[config.mk]
export PLATFORM = sky130hd
export DESIGN_NAME = sram_ctl
export DESIGN_NICKNAME = d
export VERILOG_FILES = /design/src/rtl/sram_ctl_pkg.sv /design/src/rtl/sram_ctl_seq.sv /design/src/rtl/sram_ctl_pins.sv /design/src/rtl/sram_ctl.sv
export SDC_FILE = /design/constraint.sdc
export NUM_CORES = 1
export LEC_CHECK = 0
export CORE_MARGIN = 3
export CORE_UTILIZATION = 43
export CTS_CLUSTER_SIZE = 20
export DETAILED_ROUTE_END_ITERATION = 6
export PLACE_DENSITY_LB_ADDON = 0.25
export REMOVE_ABC_BUFFERS = 1
export SYNTH_ARGS = -nofsm -noshare
export SYNTH_HDL_FRONTEND = slang
export SYNTH_SLANG_ARGS = --single-unit
[constraint.sdc]
create_clock -name clk -period 2.2 [get_ports clk]
set_input_delay 0.44 -clock clk [delete_from_list [all_inputs] [get_ports clk]]
set_output_delay 0.44 -clock clk [all_outputs]
set_load 0.03 [all_outputs]
[src/rtl/sram_ctl_pkg.sv]
package sram_ctl_pkg;

  typedef enum logic [3:0] {
    ST_IDLE,
    ST_RD_ACCESS,
    ST_RD_CAPTURE,
    ST_RD_TURN,
    ST_WR_SETUP,
    ST_WR_PULSE,
    ST_WR_RECOVER,
    ST_STANDBY,
    ST_WAKE
  } state_e;

  // Nanoseconds to whole clock cycles, rounded up, never below one.
  function automatic int unsigned ns2cyc(input int unsigned ns, input int unsigned mhz);
    int unsigned c;
    c = (ns * mhz + 999) / 1000;
    return (c == 0) ? 1 : c;
  endfunction

  function automatic int unsigned umax(input int unsigned a, input int unsigned b);
    return (a > b) ? a : b;
  endfunction

endpackage

[src/rtl/sram_ctl_seq.sv]
module sram_ctl_seq
  import sram_ctl_pkg::*;
#(
  parameter int unsigned L_RD   = 7,
  parameter int unsigned L_TURN = 3,
  parameter int unsigned L_AS   = 1,
  parameter int unsigned L_WP   = 6,
  parameter int unsigned L_WR   = 1,
  parameter int unsigned L_WAKE = 7,
  parameter int unsigned CNT_W  = 4
) (
  input  logic   clk,
  input  logic   rst_n,
  input  logic   req_valid,
  input  logic   req_we,
  input  logic   standby_req,
  output logic   accept,
  output logic   idle,
  output state_e state
);

  state_e             state_q, state_d;
  logic [CNT_W-1:0]   cnt_q, cnt_d;
  logic               last;

  assign last   = (cnt_q == '0);
  assign idle   = (state_q == ST_IDLE);
  assign accept = idle && req_valid;
  assign state  = state_q;

  always_comb begin
    state_d = state_q;
    unique case (state_q)
      ST_IDLE: begin
        if (req_valid)        state_d = req_we ? ST_WR_SETUP : ST_RD_ACCESS;
        else if (standby_req) state_d = ST_STANDBY;
      end
      ST_RD_ACCESS:  if (last) state_d = ST_RD_CAPTURE;
      ST_RD_CAPTURE: state_d = ST_RD_TURN;
      ST_RD_TURN:    if (last) state_d = ST_IDLE;
      ST_WR_SETUP:   if (last) state_d = ST_WR_PULSE;
      ST_WR_PULSE:   if (last) state_d = ST_WR_RECOVER;
      ST_WR_RECOVER: if (last) state_d = ST_IDLE;
      ST_STANDBY:    if (!standby_req) state_d = ST_WAKE;
      ST_WAKE:       if (last) state_d = ST_IDLE;
      default:       state_d = ST_IDLE;
    endcase
  end

  // Phase length is loaded on entry and counted down to zero.
  always_comb begin
    if (state_d != state_q) begin
      unique case (state_d)
        ST_RD_ACCESS:  cnt_d = CNT_W'(L_RD - 1);
        ST_RD_TURN:    cnt_d = CNT_W'(L_TURN - 1);
        ST_WR_SETUP:   cnt_d = CNT_W'(L_AS - 1);
        ST_WR_PULSE:   cnt_d = CNT_W'(L_WP - 1);
        ST_WR_RECOVER: cnt_d = CNT_W'(L_WR - 1);
        ST_WAKE:       cnt_d = CNT_W'(L_WAKE - 1);
        default:       cnt_d = '0;
      endcase
    end else begin
      cnt_d = last ? cnt_q : cnt_q - 1'b1;
    end
  end

  always_ff @(posedge clk or negedge rst_n) begin
    if (!rst_n) begin
      state_q <= ST_IDLE;
      cnt_q   <= '0;
    end else begin
      state_q <= state_d;
      cnt_q   <= cnt_d;
    end
  end

endmodule

[src/rtl/sram_ctl_pins.sv]
module sram_ctl_pins
  import sram_ctl_pkg::*;
#(
  parameter int unsigned ADDR_W = 18,
  parameter int unsigned DATA_W = 16,
  parameter int unsigned LANES  = DATA_W / 8
) (
  input  logic              clk,
  input  logic              rst_n,
  input  state_e            state,
  input  logic              accept,
  input  logic [ADDR_W-1:0] req_addr,
  input  logic [DATA_W-1:0] req_wdata,
  input  logic [LANES-1:0]  req_be,
  input  logic [DATA_W-1:0] dq_in,
  output logic [ADDR_W-1:0] sram_addr,
  output logic              sram_ce_n,
  output logic              sram_ce,
  output logic              sram_oe_n,
  output logic              sram_we_n,
  output logic [LANES-1:0]  sram_bs_n,
  output logic [DATA_W-1:0] dq_out,
  output logic              dq_oe,
  output logic              rsp_valid,
  output logic [DATA_W-1:0] rsp_rdata
);

  logic [LANES-1:0] be_q;
  logic sel, rd_lvl, drive, pulse, capture;

  assign sel     = (state inside {ST_RD_ACCESS, ST_RD_CAPTURE, ST_WR_SETUP,
                                  ST_WR_PULSE, ST_WR_RECOVER});
  assign rd_lvl  = (state inside {ST_RD_ACCESS, ST_RD_CAPTURE});
  assign drive   = (state inside {ST_WR_SETUP, ST_WR_PULSE});
  assign pulse   = (state == ST_WR_PULSE);
  assign capture = (state == ST_RD_CAPTURE);

  // Request fields captured at the transfer edge; held for the whole access.
  always_ff @(posedge clk or negedge rst_n) begin
    if (!rst_n) begin
      sram_addr <= '0;
      dq_out    <= '0;
      be_q      <= '0;
    end else if (accept) begin
      sram_addr <= req_addr;
      dq_out    <= req_wdata;
      be_q      <= req_be;
    end
  end

  // Every strobe comes straight from a flop.
  always_ff @(posedge clk or negedge rst_n) begin
    if (!rst_n) begin
      sram_ce_n <= 1'b1;
      sram_ce   <= 1'b0;
      sram_oe_n <= 1'b1;
      sram_we_n <= 1'b1;
      sram_bs_n <= '1;
      dq_oe     <= 1'b0;
      rsp_valid <= 1'b0;
    end else begin
      sram_ce_n <= !sel;
      sram_ce   <= sel;
      sram_oe_n <= !rd_lvl;
      sram_we_n <= !pulse;
      sram_bs_n <= sel ? ~be_q : '1;
      dq_oe     <= drive;
      rsp_valid <= capture;
    end
  end

  for (genvar g = 0; g < LANES; g++) begin : g_lane
    always_ff @(posedge clk or negedge rst_n) begin
      if (!rst_n)       rsp_rdata[g*8 +: 8] <= '0;
      else if (capture) rsp_rdata[g*8 +: 8] <= be_q[g] ? dq_in[g*8 +: 8] : 8'h00;
    end
  end

endmodule

[src/rtl/sram_ctl.sv]
module sram_ctl
  import sram_ctl_pkg::*;
#(
  parameter int unsigned CLK_MHZ   = 100,
  parameter int unsigned ADDR_W    = 18,
  parameter int unsigned DATA_W    = 16,
  parameter int unsigned T_RC_NS   = 70,
  parameter int unsigned T_AA_NS   = 70,
  parameter int unsigned T_OE_NS   = 35,
  parameter int unsigned T_OHZ_NS  = 25,
  parameter int unsigned T_WC_NS   = 70,
  parameter int unsigned T_WP_NS   = 55,
  parameter int unsigned T_CW_NS   = 60,
  parameter int unsigned T_BW_NS   = 60,
  parameter int unsigned T_AS_NS   = 0,
  parameter int unsigned T_WR_NS   = 0,
  parameter int unsigned T_DS_NS   = 30
) (
  input  logic                clk,
  input  logic                rst_n,
  input  logic                req_valid,
  output logic                req_ready,
  input  logic                req_we,
  input  logic [ADDR_W-1:0]   req_addr,
  input  logic [DATA_W-1:0]   req_wdata,
  input  logic [DATA_W/8-1:0] req_be,
  output logic                rsp_valid,
  output logic [DATA_W-1:0]   rsp_rdata,
  input  logic                standby_req,
  output logic [ADDR_W-1:0]   sram_addr,
  output logic                sram_ce_n,
  output logic                sram_ce,
  output logic                sram_oe_n,
  output logic                sram_we_n,
  output logic [DATA_W/8-1:0] sram_bs_n,
  output logic [DATA_W-1:0]   dq_out,
  output logic                dq_oe,
  input  logic [DATA_W-1:0]   dq_in
);

  localparam int unsigned LANES  = DATA_W / 8;
  localparam int unsigned L_RD   = umax(ns2cyc(T_RC_NS, CLK_MHZ),
                                        umax(ns2cyc(T_AA_NS, CLK_MHZ), ns2cyc(T_OE_NS, CLK_MHZ)));
  localparam int unsigned L_TURN = ns2cyc(T_OHZ_NS, CLK_MHZ);
  localparam int unsigned L_AS   = ns2cyc(T_AS_NS, CLK_MHZ);
  localparam int unsigned L_WP   = umax(umax(ns2cyc(T_WP_NS, CLK_MHZ), ns2cyc(T_DS_NS, CLK_MHZ)),
                                        umax(ns2cyc(T_CW_NS, CLK_MHZ), ns2cyc(T_BW_NS, CLK_MHZ)));
  localparam int unsigned L_WC   = ns2cyc(T_WC_NS, CLK_MHZ);
  localparam int unsigned L_WR   = umax(ns2cyc(T_WR_NS, CLK_MHZ),
                                        (L_WC > L_AS + L_WP) ? (L_WC - L_AS - L_WP) : 1);
  localparam int unsigned L_WAKE = ns2cyc(T_RC_NS, CLK_MHZ);
  localparam int unsigned L_MAX  = umax(umax(L_RD, L_TURN), umax(umax(L_AS, L_WP), umax(L_WR, L_WAKE)));
  localparam int unsigned CNT_W  = $clog2(L_MAX) + 1;

  state_e state;
  logic   accept;

  sram_ctl_seq #(
    .L_RD(L_RD), .L_TURN(L_TURN), .L_AS(L_AS), .L_WP(L_WP),
    .L_WR(L_WR), .L_WAKE(L_WAKE), .CNT_W(CNT_W)
  ) u_seq (
    .clk         (clk),
    .rst_n       (rst_n),
    .req_valid   (req_valid),
    .req_we      (req_we),
    .standby_req (standby_req),
    .accept      (accept),
    .idle        (req_ready),
    .state       (state)
  );

  sram_ctl_pins #(
    .ADDR_W(ADDR_W), .DATA_W(DATA_W), .LANES(LANES)
  ) u_pins (
    .clk       (clk),
    .rst_n     (rst_n),
    .state     (state),
    .accept    (accept),
    .req_addr  (req_addr),
    .req_wdata (req_wdata),
    .req_be    (req_be),
    .dq_in     (dq_in),
    .sram_addr (sram_addr),
    .sram_ce_n (sram_ce_n),
    .sram_ce   (sram_ce),
    .sram_oe_n (sram_oe_n),
    .sram_we_n (sram_we_n),
    .sram_bs_n (sram_bs_n),
    .dq_out    (dq_out),
    .dq_oe     (dq_oe),
    .rsp_valid (rsp_valid),
    .rsp_rdata (rsp_rdata)
  );

endmodule

==> key figures <==
Clock network
  – H-tree levels: 3
  – Clock sinks: 68
  – Bufs on Longest Clock Path: 2
  – Post-CTS repair timing setup buffer count: 0
  – Worst-path clk slew: around 70 ps
  – Worst skew pair latency: 330 ps
  – Root Driver: clkbuf_8
  – Num CTS Buffers: 9
  – TritonCTS clock tree: built

Worst setup path
  – CP Launch Type: primary input
  – Arrival time at the worst endpoint: 2350 ps
  – FF-to-FF setup slack: 100 ps
  – RR Endpoint: u_seq.cnt_q[2]$_DFFE_PN0P_
  – Cells on worst reg2reg path: 6
  – Reg2reg start: u_seq.state[2]$_DFF_PN0_
  – Max FO, Critical Path: 4
  – CP Capture Type: register
  – Worst Path Required: approximately 2400 ps
  – CP Class: in2reg

Worst hold path
  – Worst min path class: in2async

Global route
  – Initial antenna violation count: 0
  – Total Routing Usage GR: 0.1880
  – First-pass GRT wire length: 11140 um
  – Largest net degree at the start of global routing: about 70
  – Gr ovfl total: 0
  – Vias in the first global route: around 2300

STA
  – Measured slew at the worst slew-check pin: between 400 and 500 ps
  – Clock skew: 8.117 ps
  – Setup TNS: 0 ps
  – Final setup viols: 0
  – Fmax: ~470 MHz
  – RSZ-0062 raised after global routing: no
  – Final hold vios: 0
  – Hold slack: 107.6 ps
  – Fin crit share: 0.9700
  – Minimum clock period: ~2100 ps
  – Worst Setup Slack, final: 66.11 ps
  – Slew HR: 0.6917
  – Fin. max-slew vios: 0

Layout
  – Finished Cell Area: 4410 um^2
  – Synthesis-to-finish area growth: 53.19%
  – Post-route insts no fill: around 460
  – # nets final: 437
  – Fillers: 489
  – Share of cells above drive strength 1: 0.2240
  – Final Util: 0.6867
  – Antenna Cells: 0

Drt
  – Via count: roughly 2300
  – DRC Markers: 0
  – Drt pass-1 iters: 4
  – Vias/cell: ~5.0
  – Drt wl/cell: 15.32 um
  – Post-route ant nets: 0
  – DRT Wirelength: 7061 um
  – DRT iter0 DRCs: 63

Place
  – Cells after DPL: 445
  – HPWL Detailed: ~5200 um
  – GPL Wtd Cong: about 0.94
  – Port-buffer cells: ~120
  – Area after DPL: approximately 4200 um^2
  – Placement Setup Slack: -249.4 ps

Status
  – Outcome: completed

Synth
  – Synth top area cells: dfrtp_1 (55%), mux2_2 (14%), nand2_1 (5.1%), dfstp_2 (4.6%), o21ai_0 (3.8%)
  – Top-count cell post-synth: dfrtp_1
  – Yosys cell types: 46
  – Number of synthesized register bits: 68
  – Async S/R FF share, synth: 1.000
  – Syn. warnings: 0
  – Yosys top cell by area: dfrtp_1
  – Post-synth top area share: 0.5476
  – Cell Area, Synth: between 2000 and 3000 um^2
  – Syn avg cell area: 11.66 um^2
  – Sequential area share after synthesis: 0.5932
  – Number of flops mapped to enable cells by yosys: 0
  – Synthesized netlist cell count: 247
  – Prevailing post-synth register cell: dfrtp_1
  – Synth cell count leaders: dfrtp_1 (63), nand2_1 (39), mux2_2 (36)

Pwr
  – Leak: about 1.9 nW
  – Power, Total: 7.205 mW
  – Worst vdd ir: 0.0007729 V
  – Pwr Density: between 1500 and 2000 nW/um^2

Floorplan
  – Die ar.: between 7000 and 8000 um^2
  – Die H: between 80 and 90 um
  – Die X: 87.83 um
  – Row count: 29
  – Ports: roughly 120
  – Initial Utilization: 0.4483
  – Core Box Area: roughly 6400 um^2

Flow run
  – Max-cap violations: 0
## area by class of cell
class | count | area [um^2] | area share
clock buffers | 11 | 141.4 | 0.03206
flip-flops and latches | 68 | 1708 | 0.3872
repair buffers | 135 | 1319 | 0.2990
multi-input cells | 158 | 1092 | 0.2477
inverters | 7 | 26.28 | 0.005957
clock inverters | 5 | 27.53 | 0.006241
well taps | 77 | 96.34 | 0.02184
## cell families after synthesis
kind of cell    after synthesis  synth area share
simple gates                 73            0.1221
flops                        68            0.5932
compound gates               45           0.09692
mux                          37            0.1443
buf+inv                      21           0.03303
xor+xnor                      2          0.006085
fa+ha+maj                     1          0.004345
## worst max path at each step
stage	start	to	slack, ps	cells after the start
after floorplan	u_seq.state[0]$_DFF_PN0_	u_pins.be_q[0]$_DFFE_PN0P_	-890	3
after global placement	standby_req	u_seq.cnt_q[2]$_DFFE_PN0P_	-200	7
after detailed placement	standby_req	u_seq.cnt_q[2]$_DFFE_PN0P_	-250	7
after CTS	u_seq.cnt_q[0]$_DFFE_PN0P_	u_seq.cnt_q[1]$_DFFE_PN0P_	60	8
after global routing	u_seq.cnt_q[0]$_DFFE_PN0P_	u_seq.cnt_q[1]$_DFFE_PN0P_	7	7
final	standby_req	u_seq.cnt_q[2]$_DFFE_PN0P_	70	7
## where the power goes
group | internal, mW | leakage [nW] | switching [mW] | total, mW
clock | 0.432 | 0.0889 | 0.448 | 0.881
combinational | 1.89 | 0.986 | 2.19 | 4.08
sequential | 1.87 | 0.832 | 0.371 | 2.24
## per-layer routing
metal / global-route usage / part of all wire / wire (um)
met5: 0 / 0 / 0
met2: 0.3068 / 0.48 / 3359
met1: 0.2438 / 0.44 / 3094
met3: 0.05456 / 0.070 / 496
met4: 0.05579 / 0.016 / 110
## registers in the layout, indices dropped and copies added (netlist names)
signal / flops
u_seq.state: 4
u_pins.sram_oe_n: 1
u_pins.rsp_rdata: 16
u_pins.be_q: 2
u_pins.dq_oe: 1
u_pins.rsp_valid: 1
u_pins.sram_ce: 1
u_pins.sram_bs_n: 2
u_pins.sram_we_n: 1
u_pins.dq_out: 16
u_pins.sram_ce_n: 1
u_seq.cnt_q: 4
u_pins.sram_addr: 18
## worst max-delay path: stages
cell and delay [ps]:
clkdlybuf4s50_1 420, and4_1 220, a21oi_1 220, o311a_1 230
o31ai_2 70, or4_4 570, a21o_1 170
## repair_timing
action | in CTS | in global routing
gates resized for setup | 2 | 3
hold buffers | 0 | 0
endpoints found under the setup margin | 1 | 2
pin swaps | 0 | 1
## placed cells by master (no fill, tap or decap), types with 3 or more instances in the layout
master           count
a21oi_1              7
buf_4               19
clkbuf_8            10
clkdlybuf4s50_1    113
clkinv_2             4
dfrtp_1             63
dfstp_2              5
inv_1                7
mux2_2              36
nand2_1             39
nand2b_1             3
nand3_1              5
nor2_1               7
nor2b_1              4
nor3_1               3
o21ai_0             21
(Power assumes the default switching activity.)
